File: config.mk
export PLATFORM = sky130hd
export DESIGN_NAME = sram_timing_ctrl
export DESIGN_NICKNAME = d
export VERILOG_FILES = /design/src/rtl/sram_timing_pkg.sv /design/src/rtl/sram_cycle_counter.sv /design/src/rtl/sram_read_capture.sv /design/src/rtl/sram_timing_ctrl.sv
export SDC_FILE = /design/constraint.sdc
export NUM_CORES = 1
export LEC_CHECK = 0
export BUFFER_PORTS_ARGS = -buffer_cell sky130_fd_sc_hd__buf_2
export CAP_MARGIN = 20
export CORE_MARGIN = 3
export CORE_UTILIZATION = 48
export CTS_BUF_LIST = sky130_fd_sc_hd__clkbuf_8 sky130_fd_sc_hd__clkbuf_16
export DETAILED_ROUTE_END_ITERATION = 10
export GPL_ROUTABILITY_DRIVEN = 1
export PLACE_DENSITY_LB_ADDON = 0.05
export SYNTH_ARGS = -nofsm -noshare
export SYNTH_HDL_FRONTEND = slang
export SYNTH_SLANG_ARGS = --single-unit
File: constraint.sdc
create_clock -name clk -period 1.6 [get_ports clk]
set_input_delay 0 -clock clk [delete_from_list [all_inputs] [get_ports clk]]
set_output_delay 0 -clock clk [all_outputs]
set_load 0.01 [all_outputs]
File: src/rtl/sram_timing_pkg.sv
package sram_timing_pkg;

   typedef enum logic [2:0] {
      PH_IDLE,
      PH_ADDR,
      PH_ACT,
      PH_HOLD,
      PH_TURN
   } phase_e;

   function automatic int unsigned ceil_div(input int unsigned num, input int unsigned den);
      return (num + den - 1) / den;
   endfunction

   function automatic int unsigned umax(input int unsigned a, input int unsigned b);
      return (a > b) ? a : b;
   endfunction

   // limits in picoseconds, per speed grade
   function automatic int unsigned lim_read_cycle(input bit fast);
      return fast ? 55000 : 70000;
   endfunction

   function automatic int unsigned lim_sel_to_data(input bit fast);
      return fast ? 55000 : 70000;
   endfunction

   function automatic int unsigned lim_sel_to_wend(input bit fast);
      return fast ? 45000 : 55000;
   endfunction

   function automatic int unsigned lim_write_cycle(input bit fast);
      return fast ? 55000 : 70000;
   endfunction

   function automatic int unsigned lim_bus_release(input bit fast);
      return fast ? 25000 : 25000;
   endfunction

endpackage

File: src/rtl/sram_cycle_counter.sv
module sram_cycle_counter #(
   parameter int unsigned CNT_W = 4
) (
   input  logic             clk,
   input  logic             rst_n,
   input  logic             load,
   input  logic [CNT_W-1:0] load_val,
   output logic             expired
);

   logic [CNT_W-1:0] remain;

   always_ff @(posedge clk or negedge rst_n) begin
      if (!rst_n) begin
         remain <= '0;
      end else if (load) begin
         remain <= load_val;
      end else if (remain != '0) begin
         remain <= remain - 1'b1;
      end
   end

   assign expired = (remain == '0);

endmodule

File: src/rtl/sram_read_capture.sv
module sram_read_capture #(
   parameter int unsigned DATA_W = 16,
   parameter int unsigned LANES  = DATA_W / 8
) (
   input  logic              clk,
   input  logic              rst_n,
   input  logic              sample,
   input  logic [LANES-1:0]  lane_sel,
   input  logic [DATA_W-1:0] bus_in,
   output logic              word_valid,
   output logic [DATA_W-1:0] word_out
);

   always_ff @(posedge clk or negedge rst_n) begin
      if (!rst_n) word_valid <= 1'b0;
      else        word_valid <= sample;
   end

   for (genvar g = 0; g < LANES; g++) begin : g_lane
      always_ff @(posedge clk or negedge rst_n) begin
         if (!rst_n) begin
            word_out[g*8 +: 8] <= 8'h00;
         end else if (sample) begin
            word_out[g*8 +: 8] <= lane_sel[g] ? bus_in[g*8 +: 8] : 8'h00;
         end
      end
   end

endmodule

File: src/rtl/sram_timing_ctrl.sv
module sram_timing_ctrl
   import sram_timing_pkg::*;
#(
   parameter int unsigned ADDR_W        = 18,
   parameter int unsigned DATA_W        = 16,
   parameter int unsigned CLK_PERIOD_PS = 10000,
   parameter bit          FAST_GRADE    = 1'b1,
   parameter int unsigned MIN_TURN      = 3
) (
   input  logic                  clk,
   input  logic                  rst_n,
   input  logic                  req_valid,
   output logic                  req_ready,
   input  logic                  req_write,
   input  logic [ADDR_W-1:0]     req_addr,
   input  logic [DATA_W-1:0]     req_wdata,
   input  logic [DATA_W/8-1:0]   req_lanes,
   output logic                  rsp_valid,
   output logic [DATA_W-1:0]     rsp_rdata,
   output logic [ADDR_W-1:0]     sram_addr,
   output logic                  sram_ce1_n,
   output logic                  sram_ce2,
   output logic                  sram_oe_n,
   output logic                  sram_we_n,
   output logic [DATA_W/8-1:0]   sram_lane_n,
   output logic [DATA_W-1:0]     sram_dq_out,
   output logic                  sram_dq_oe,
   input  logic [DATA_W-1:0]     sram_dq_in
);

   localparam int unsigned LANES  = DATA_W / 8;
   localparam int unsigned RD_CYC = umax(ceil_div(lim_read_cycle(FAST_GRADE), CLK_PERIOD_PS),
                                         ceil_div(lim_sel_to_data(FAST_GRADE), CLK_PERIOD_PS));
   localparam int unsigned WR_CYC = umax(umax(ceil_div(lim_sel_to_wend(FAST_GRADE), CLK_PERIOD_PS),
                                              ceil_div(lim_write_cycle(FAST_GRADE), CLK_PERIOD_PS) - 1), 1);
   localparam int unsigned TA_CYC = umax(MIN_TURN, ceil_div(lim_bus_release(FAST_GRADE), CLK_PERIOD_PS));
   localparam int unsigned MAX_CYC = umax(RD_CYC, umax(WR_CYC, TA_CYC));
   localparam int unsigned CNT_W   = $clog2(MAX_CYC + 1);
   localparam logic [CNT_W-1:0] RD_LD = CNT_W'(RD_CYC - 1);
   localparam logic [CNT_W-1:0] WR_LD = CNT_W'(WR_CYC - 1);
   localparam logic [CNT_W-1:0] TA_LD = CNT_W'(TA_CYC - 1);

   // elaboration-time parameter checks
   if (DATA_W == 0 || (DATA_W % 8) != 0) begin : g_bad_data_w
      $error("DATA_W must be a non-zero multiple of 8");
   end
   if (ADDR_W == 0) begin : g_bad_addr_w
      $error("ADDR_W must be non-zero");
   end
   if (CLK_PERIOD_PS == 0) begin : g_bad_clk
      $error("CLK_PERIOD_PS must be non-zero");
   end
   if (MIN_TURN == 0) begin : g_bad_turn
      $error("MIN_TURN must be at least one cycle");
   end

   phase_e              phase, phase_nxt;
   logic                op_wr;
   logic [ADDR_W-1:0]   op_addr;
   logic [DATA_W-1:0]   op_wdata;
   logic [LANES-1:0]    op_lanes;
   logic                cnt_load;
   logic [CNT_W-1:0]    cnt_val;
   logic                cnt_done;
   logic                rd_sample;
   logic                en_nxt;

   assign req_ready = (phase == PH_IDLE);

   always_comb begin
      phase_nxt = phase;
      cnt_load  = 1'b0;
      cnt_val   = '0;
      rd_sample = 1'b0;
      unique case (phase)
         PH_IDLE: if (req_valid) phase_nxt = PH_ADDR;
         PH_ADDR: begin
            phase_nxt = PH_ACT;
            cnt_load  = 1'b1;
            cnt_val   = op_wr ? WR_LD : RD_LD;
         end
         PH_ACT: if (cnt_done) begin
            if (op_wr) begin
               phase_nxt = PH_HOLD;
            end else begin
               phase_nxt = PH_TURN;
               cnt_load  = 1'b1;
               cnt_val   = TA_LD;
               rd_sample = 1'b1;
            end
         end
         PH_HOLD: phase_nxt = PH_IDLE;
         PH_TURN: if (cnt_done) phase_nxt = PH_IDLE;
         default: phase_nxt = PH_IDLE;
      endcase
   end

   always_ff @(posedge clk or negedge rst_n) begin
      if (!rst_n) begin
         phase    <= PH_IDLE;
         op_wr    <= 1'b0;
         op_addr  <= '0;
         op_wdata <= '0;
         op_lanes <= '0;
      end else begin
         phase <= phase_nxt;
         if (req_ready && req_valid) begin
            op_wr    <= req_write;
            op_addr  <= req_addr;
            op_wdata <= req_wdata;
            op_lanes <= req_lanes;
         end
      end
   end

   // memory pins come straight from flops loaded with the next phase
   assign en_nxt = (phase_nxt == PH_ACT) || (phase_nxt == PH_HOLD);

   always_ff @(posedge clk or negedge rst_n) begin
      if (!rst_n) begin
         sram_ce1_n  <= 1'b1;
         sram_ce2    <= 1'b0;
         sram_oe_n   <= 1'b1;
         sram_we_n   <= 1'b1;
         sram_lane_n <= '1;
         sram_dq_oe  <= 1'b0;
      end else begin
         sram_ce1_n  <= !en_nxt;
         sram_ce2    <= en_nxt;
         sram_oe_n   <= !((phase_nxt == PH_ACT) && !op_wr);
         sram_we_n   <= !((phase_nxt == PH_ACT) && op_wr);
         sram_lane_n <= en_nxt ? ~op_lanes : '1;
         sram_dq_oe  <= en_nxt && op_wr;
      end
   end

   assign sram_addr   = op_addr;
   assign sram_dq_out = op_wdata;

   sram_cycle_counter #(
      .CNT_W (CNT_W)
   ) u_cnt (
      .clk      (clk),
      .rst_n    (rst_n),
      .load     (cnt_load),
      .load_val (cnt_val),
      .expired  (cnt_done)
   );

   sram_read_capture #(
      .DATA_W (DATA_W),
      .LANES  (LANES)
   ) u_cap (
      .clk        (clk),
      .rst_n      (rst_n),
      .sample     (rd_sample),
      .lane_sel   (op_lanes),
      .bus_in     (sram_dq_in),
      .word_valid (rsp_valid),
      .word_out   (rsp_rdata)
   );

endmodule

== Word level (Yosys, flattened, before mapping) ==
Cells that the tools add are included.
W data, S select, Z words.

* Bits in registers: 67
* Input port bits: 56
* Output and inout bits: 59

* Add/sub/neg operators: 1
* Eq/ne operators: 5
* Muxes and demuxes: 18
* Bitwise gates (word level): 1
* Reduce and logical (&&, ||, !) cells: 13

{| class="wikitable"
|+ Operators by type and width
! kind !! count
|-
| $mux W3 || 6
|-
| $mux W8 || 2
|-
| $pmux W3 S4 || 1
|-
| $eq A3 B2 Y1 const B || 3
|-
| $logic_not A3 Y1 || 2
|-
| $mux W2 || 3
|-
| $pmux W3 S2 || 1
|-
| $logic_and A1 B1 Y1 || 4
|-
| $logic_not A1 Y1 || 4
|-
| $mux W1 || 4
|-
| $eq A3 B1 Y1 const B || 1
|-
| $eq A3 B3 Y1 const B || 1
|-
| $reduce_bool A3 Y1 || 1
|-
| $sub A3 B1 Y3 const B || 1
|-
| $not A2 Y2 || 1
|-
| $pmux W1 S2 || 1
|-
| $reduce_bool A2 Y1 || 1
|-
| $logic_or A1 B1 Y1 || 1
|}

== Longest topological paths before layout ==
* Word-level depth: 6
* Gate-level depth with buffers: 7
* Gate-level depth less buffers: 6

== Modules after synthesis ==
Synthesis repeated with hierarchy kept, for this count alone.

* Cells, all modules: 211
* Area total of the unflattened synthesis: 2864.0 sq um

{| class="wikitable"
|+ Modules (own cells, without submodules)
! module !! times used !! cells an instance !! area each (sq um) !! sequential area each (sq um)
|-
| sram_timing_ctrl || 1 || 120 || 1990.7 || 1182.4
|-
| sram_read_capture || 1 || 70 || 673.1 || 425.4
|-
| sram_cycle_counter || 1 || 21 || 200.2 || 75.1
|}

== Worst setup path after synthesis ==
OpenSTA, ideal clock, no wires.

* Path type: register to register
* From: register u_cnt.remain[0]
* To: register u_cap.word_out[10]
* Setup time: 79 ps
* Data arrival time: 1416 ps
* Required time: 1521 ps
* Setup slack: 105 ps
* Cell stages (with the launch flop): 8
* Clock period less this slack: 1495 ps
* Cells stage by stage: dfrtp_1 > inv_1 > ha_1 > and2b_1 > nand3b_4 > inv_4 > buf_8 > mux2i_1

* Cells in the longest elaborated chain, start to end: 3

{| class="wikitable"
|+ RTL lines
! item !! RTL line !! RTL
|-
| start: declaration || sram_cycle_counter.sv:11 || <nowiki>logic [CNT_W-1:0] remain;</nowiki>
|-
| start signal: assignment || sram_cycle_counter.sv:17 || <nowiki>remain <= load_val;</nowiki>
|-
| start signal: assignment || sram_cycle_counter.sv:19 || <nowiki>remain <= remain - 1'b1;</nowiki>
|-
| $logic_not A3 Y1 || sram_cycle_counter.sv:23 || <nowiki>assign expired = (remain == '0);</nowiki>
|-
| $mux W1 || sram_timing_ctrl.sv:82 || <nowiki>PH_ACT: if (cnt_done) begin</nowiki>
|-
| $mux W1 || sram_timing_ctrl.sv:75 || <nowiki>unique case (phase)</nowiki>
|-
| via rd_sample || sram_timing_ctrl.sv:65 || <nowiki>logic rd_sample;</nowiki>
|-
| end signal: indexed assignment || sram_read_capture.sv:24 || <nowiki>word_out[g*8 +: 8] <= lane_sel[g] ? bus_in[g*8 +: 8] : 8'h00;</nowiki>
|-
| end: declaration || sram_read_capture.sv:11 || <nowiki>output logic [DATA_W-1:0] word_out</nowiki>
|}

The timed path passes the listed nets, and every way through them passes these cells.
A chain may end at the register's enable or synchronous reset.

== Final worst setup path ==
* From: register phase[1]
* To: register op_wdata[5] (netlist: sram_dq_out[5])

* Cells in the longest elaborated chain, start to end: 2

{| class="wikitable"
|+ RTL lines
! item !! RTL line !! RTL
|-
| start: declaration || sram_timing_ctrl.sv:57 || <nowiki>phase_e phase, phase_nxt;</nowiki>
|-
| start signal: assignment || sram_timing_ctrl.sv:106 || <nowiki>phase <= phase_nxt;</nowiki>
|-
| $logic_not A3 Y1 || sram_timing_ctrl.sv:68 || <nowiki>assign req_ready = (phase == PH_IDLE);</nowiki>
|-
| $logic_and A1 B1 Y1 || sram_timing_ctrl.sv:107 || <nowiki>if (req_ready && req_valid) begin</nowiki>
|-
| end signal: assignment || sram_timing_ctrl.sv:110 || <nowiki>op_wdata <= req_wdata;</nowiki>
|-
| end: declaration || sram_timing_ctrl.sv:60 || <nowiki>logic [DATA_W-1:0] op_wdata;</nowiki>
|}

Every way passes these cells.

==> impl_metrics.ini <==
[drt]
viasPerCell = 4.69
ant_nets = 0
wl_per_cell_um = 14.6
wl_um = 6690
drtIter0Drc = 66
drt_first_pass_iters = 4
drc_errors = 0
vias = 2149

[clocking]
clock_sinks = 67
cts_root_buf = clkbuf_8
clock_path_buffers = 2
numCtsBuffers = 9
path_clk_slew_ns = 0.07
cts_tree = done
clkLatencyLatePin_ns = 0.33
h-tree-depth = 3

[synthesis]
async_flop_share_pct = 100
synth_area_um2 = 2830
synth-seq-area-share_pct = 59.4
synthFlopType = dfrtp_1
yosysTopAreaCell = dfrtp_1
synth.area.top_cells = dfrtp_1, mux2_4, mux2i_1, dfstp_2, mux2_2
yosysWarnings = 0
postSynthAreaPerCell_um2 = 14.2
synth_top_area_share_pct = 54.7
synthTopCellsByCount = dfrtp_1, mux2_4, inv_1, nand2_1, mux2i_1
synth_most_common_cell = dfrtp_1
syn_inst = 199
ys_types = 30
ys_seq_elements = 67
synth-edff-count = 0
synth_fp_nets = 257

[placed_design]
io_buffers = 114
placed_cells = 384
hpwlAfterDp_um = 3880
gp_congestion = 0.780
dp_slack_ns = 0.0309

[cells_and_area]
final_nets = 439
multi_input_area_um2 = 1000
final-seq-area_um2 = 1680
diodes = 0
drive_gt1_share_pct = 47.7
syn2layout_area_growth_pct = 51.7
finalNonFillerCells = 458
fill_cells = 359

[global_routing]
grt_pass1_vias = 2251
grt_pass1_wl_um = 11000
grt-ovfl-total = 0
grt_max_degree = 38
grtUsageTotal_pct = 20.1
antenna_found_initial = 0

[floorplanning]
rows = 27
die_x_um = 82.8
dieArea_um2 = 6860
io_pins = 115
core_um2 = 5610
start_util_pct = 50.5
fp.dieH_um = 82.8

[job]
drv_cap = 0

[sta]
finalSetupViolCount = 0
rsz0062_at_grt = false
fin_hold_ws_ns = 0.162
fin_setup_tns_ns = 0
slew_viol_final = 0
finalCriticalPeriod_ns = 1.51
fin_ws_ns = 0.0864
fmax_mhz = 661
max-slew-margin-rel_pct = 64.5
worst_pin_slew_ns = 0.527
hold_violations = 0
timing.final.crit_share_pct = 94.6
fin_worst_skew_ns = 0.00937

[power]
p_per_area_nw_per_um2 = 1870
power_uw = 8050
peakVddDrop_uv = 1050
p_leak_uw = 0.00217

[worst_setup_path]
crit_path_start = phase[1]
crit_end = sram_dq_out[5]
reg2reg_to = sram_dq_out[5]
r2r_cells = 5
worst-r2r-setup-slack_ns = 0.09
critical_path.startpoint_type = flop
required_ns = 1.81
arrival_ns = 1.72
cp_max_fo = 19
timing.rr.start = phase[1]
end_kind = flop
criticalPathCategory = reg -> reg

[status]
status = completed

[min_path]
min_path_type = in -> reg
logic make-up after synthesis:
group / Yosys count / synth area share [%]
AOI/OAI and AO/OA: 8 / 1.68
xor gates and xnor gates: 1 / 0.309
adders and majority gates: 2 / 0.883
buffers and inverters: 28 / 5.65
DFF: 67 / 59.4
muxes: 55 / 25.1
and+or+nand+nor: 38 / 7.02
state kept, by name (all words and copies together), names as in the netlist, 2 cells and up:
register	cells
u_cap.word_out	16
sram_dq_out	16
u_cnt.remain	3
sram_lane_n	2
op_lanes	2
sram_addr	18
phase	3
placed cells by master (no fill, tap or decap), types with 2 or more instances in the layout:
master           n
clkbuf_8        10
o21ai_0          4
dfstp_2          5
ha_1             2
buf_4            8
dlygate4sd3_1   54
nand2_1         19
mux2_2           8
nand3_1          3
and2_1           2
mux2_4          30
mux2i_1         17
nor3_1           2
inv_1           23
bufinv_16        2
nor2_1           3
dfrtp_1         62
buf_2          114
nand2b_1         3
per-layer routing:
layer | vias up | GRT usage (%) | share of wire, %
met4 | 0 | 8.02 | 1.3
met5 | - | 0 | 0
met2 | 91 | 33.3 | 49
met1 | 1029 | 25.2 | 43
li1 | 1021 | - | -
met3 | 8 | 5.26 | 6.5
repair_timing:
action	in CTS	in global routing
setup endpoints to repair	1	27
cloned	0	2
resized for setup	1	3
endpoints found under the hold margin	118	0
hold buffers	54	0
buffers inserted	0	2
critical path, stage by stage, from the launching register on:
cell	delay [ns]
dfrtp_1	0.39
nor2b_2	0.14
nor3b_4	0.20
buf_4	0.15
buf_12	0.17
mux2_2	0.36
where the power goes:
part           internal [uW]  switching, uW
clock network            898            576
registers               2560            500
logic                   1940           1580
final cells by class:
cell class | count | share of cell area (%)
multi-input cells | 104 | 23.2
flip-flops and latches | 67 | 39.1
inverters | 20 | 2.04
well taps | 72 | 2.09
repair buffers | 179 | 28.5
clock buffers | 10 | 3.20
clock inverters | 6 | 1.75
worst min-delay path by stage:
stage                     startpoint        endpoint  slack, ns  depth (start not counted)
after floorplan                rst_n     op_lanes[0]      -0.30                          0
after global placement         rst_n  sram_dq_out[8]       0.07                          2
after detailed placement       rst_n  sram_dq_out[8]       0.05                          2
after CTS                  req_valid        phase[0]       0.14                          4
after global routing       req_valid        phase[0]       0.19                          4
final                      req_valid        phase[0]       0.16                          4
metrics by stage:
| step | utilization, % | area (um2) |
|---|---|---|
| after floorplan | - | 2830 |
| after global placement | 62.1 | 3480 |
| after global routing | 76.7 | 4300 |
| after detailed placement | 62.1 | 3480 |
| after CTS | 75.6 | 4240 |
| final | 76.7 | 4300 |
Note: power is estimated with default switching activity, not from simulation.
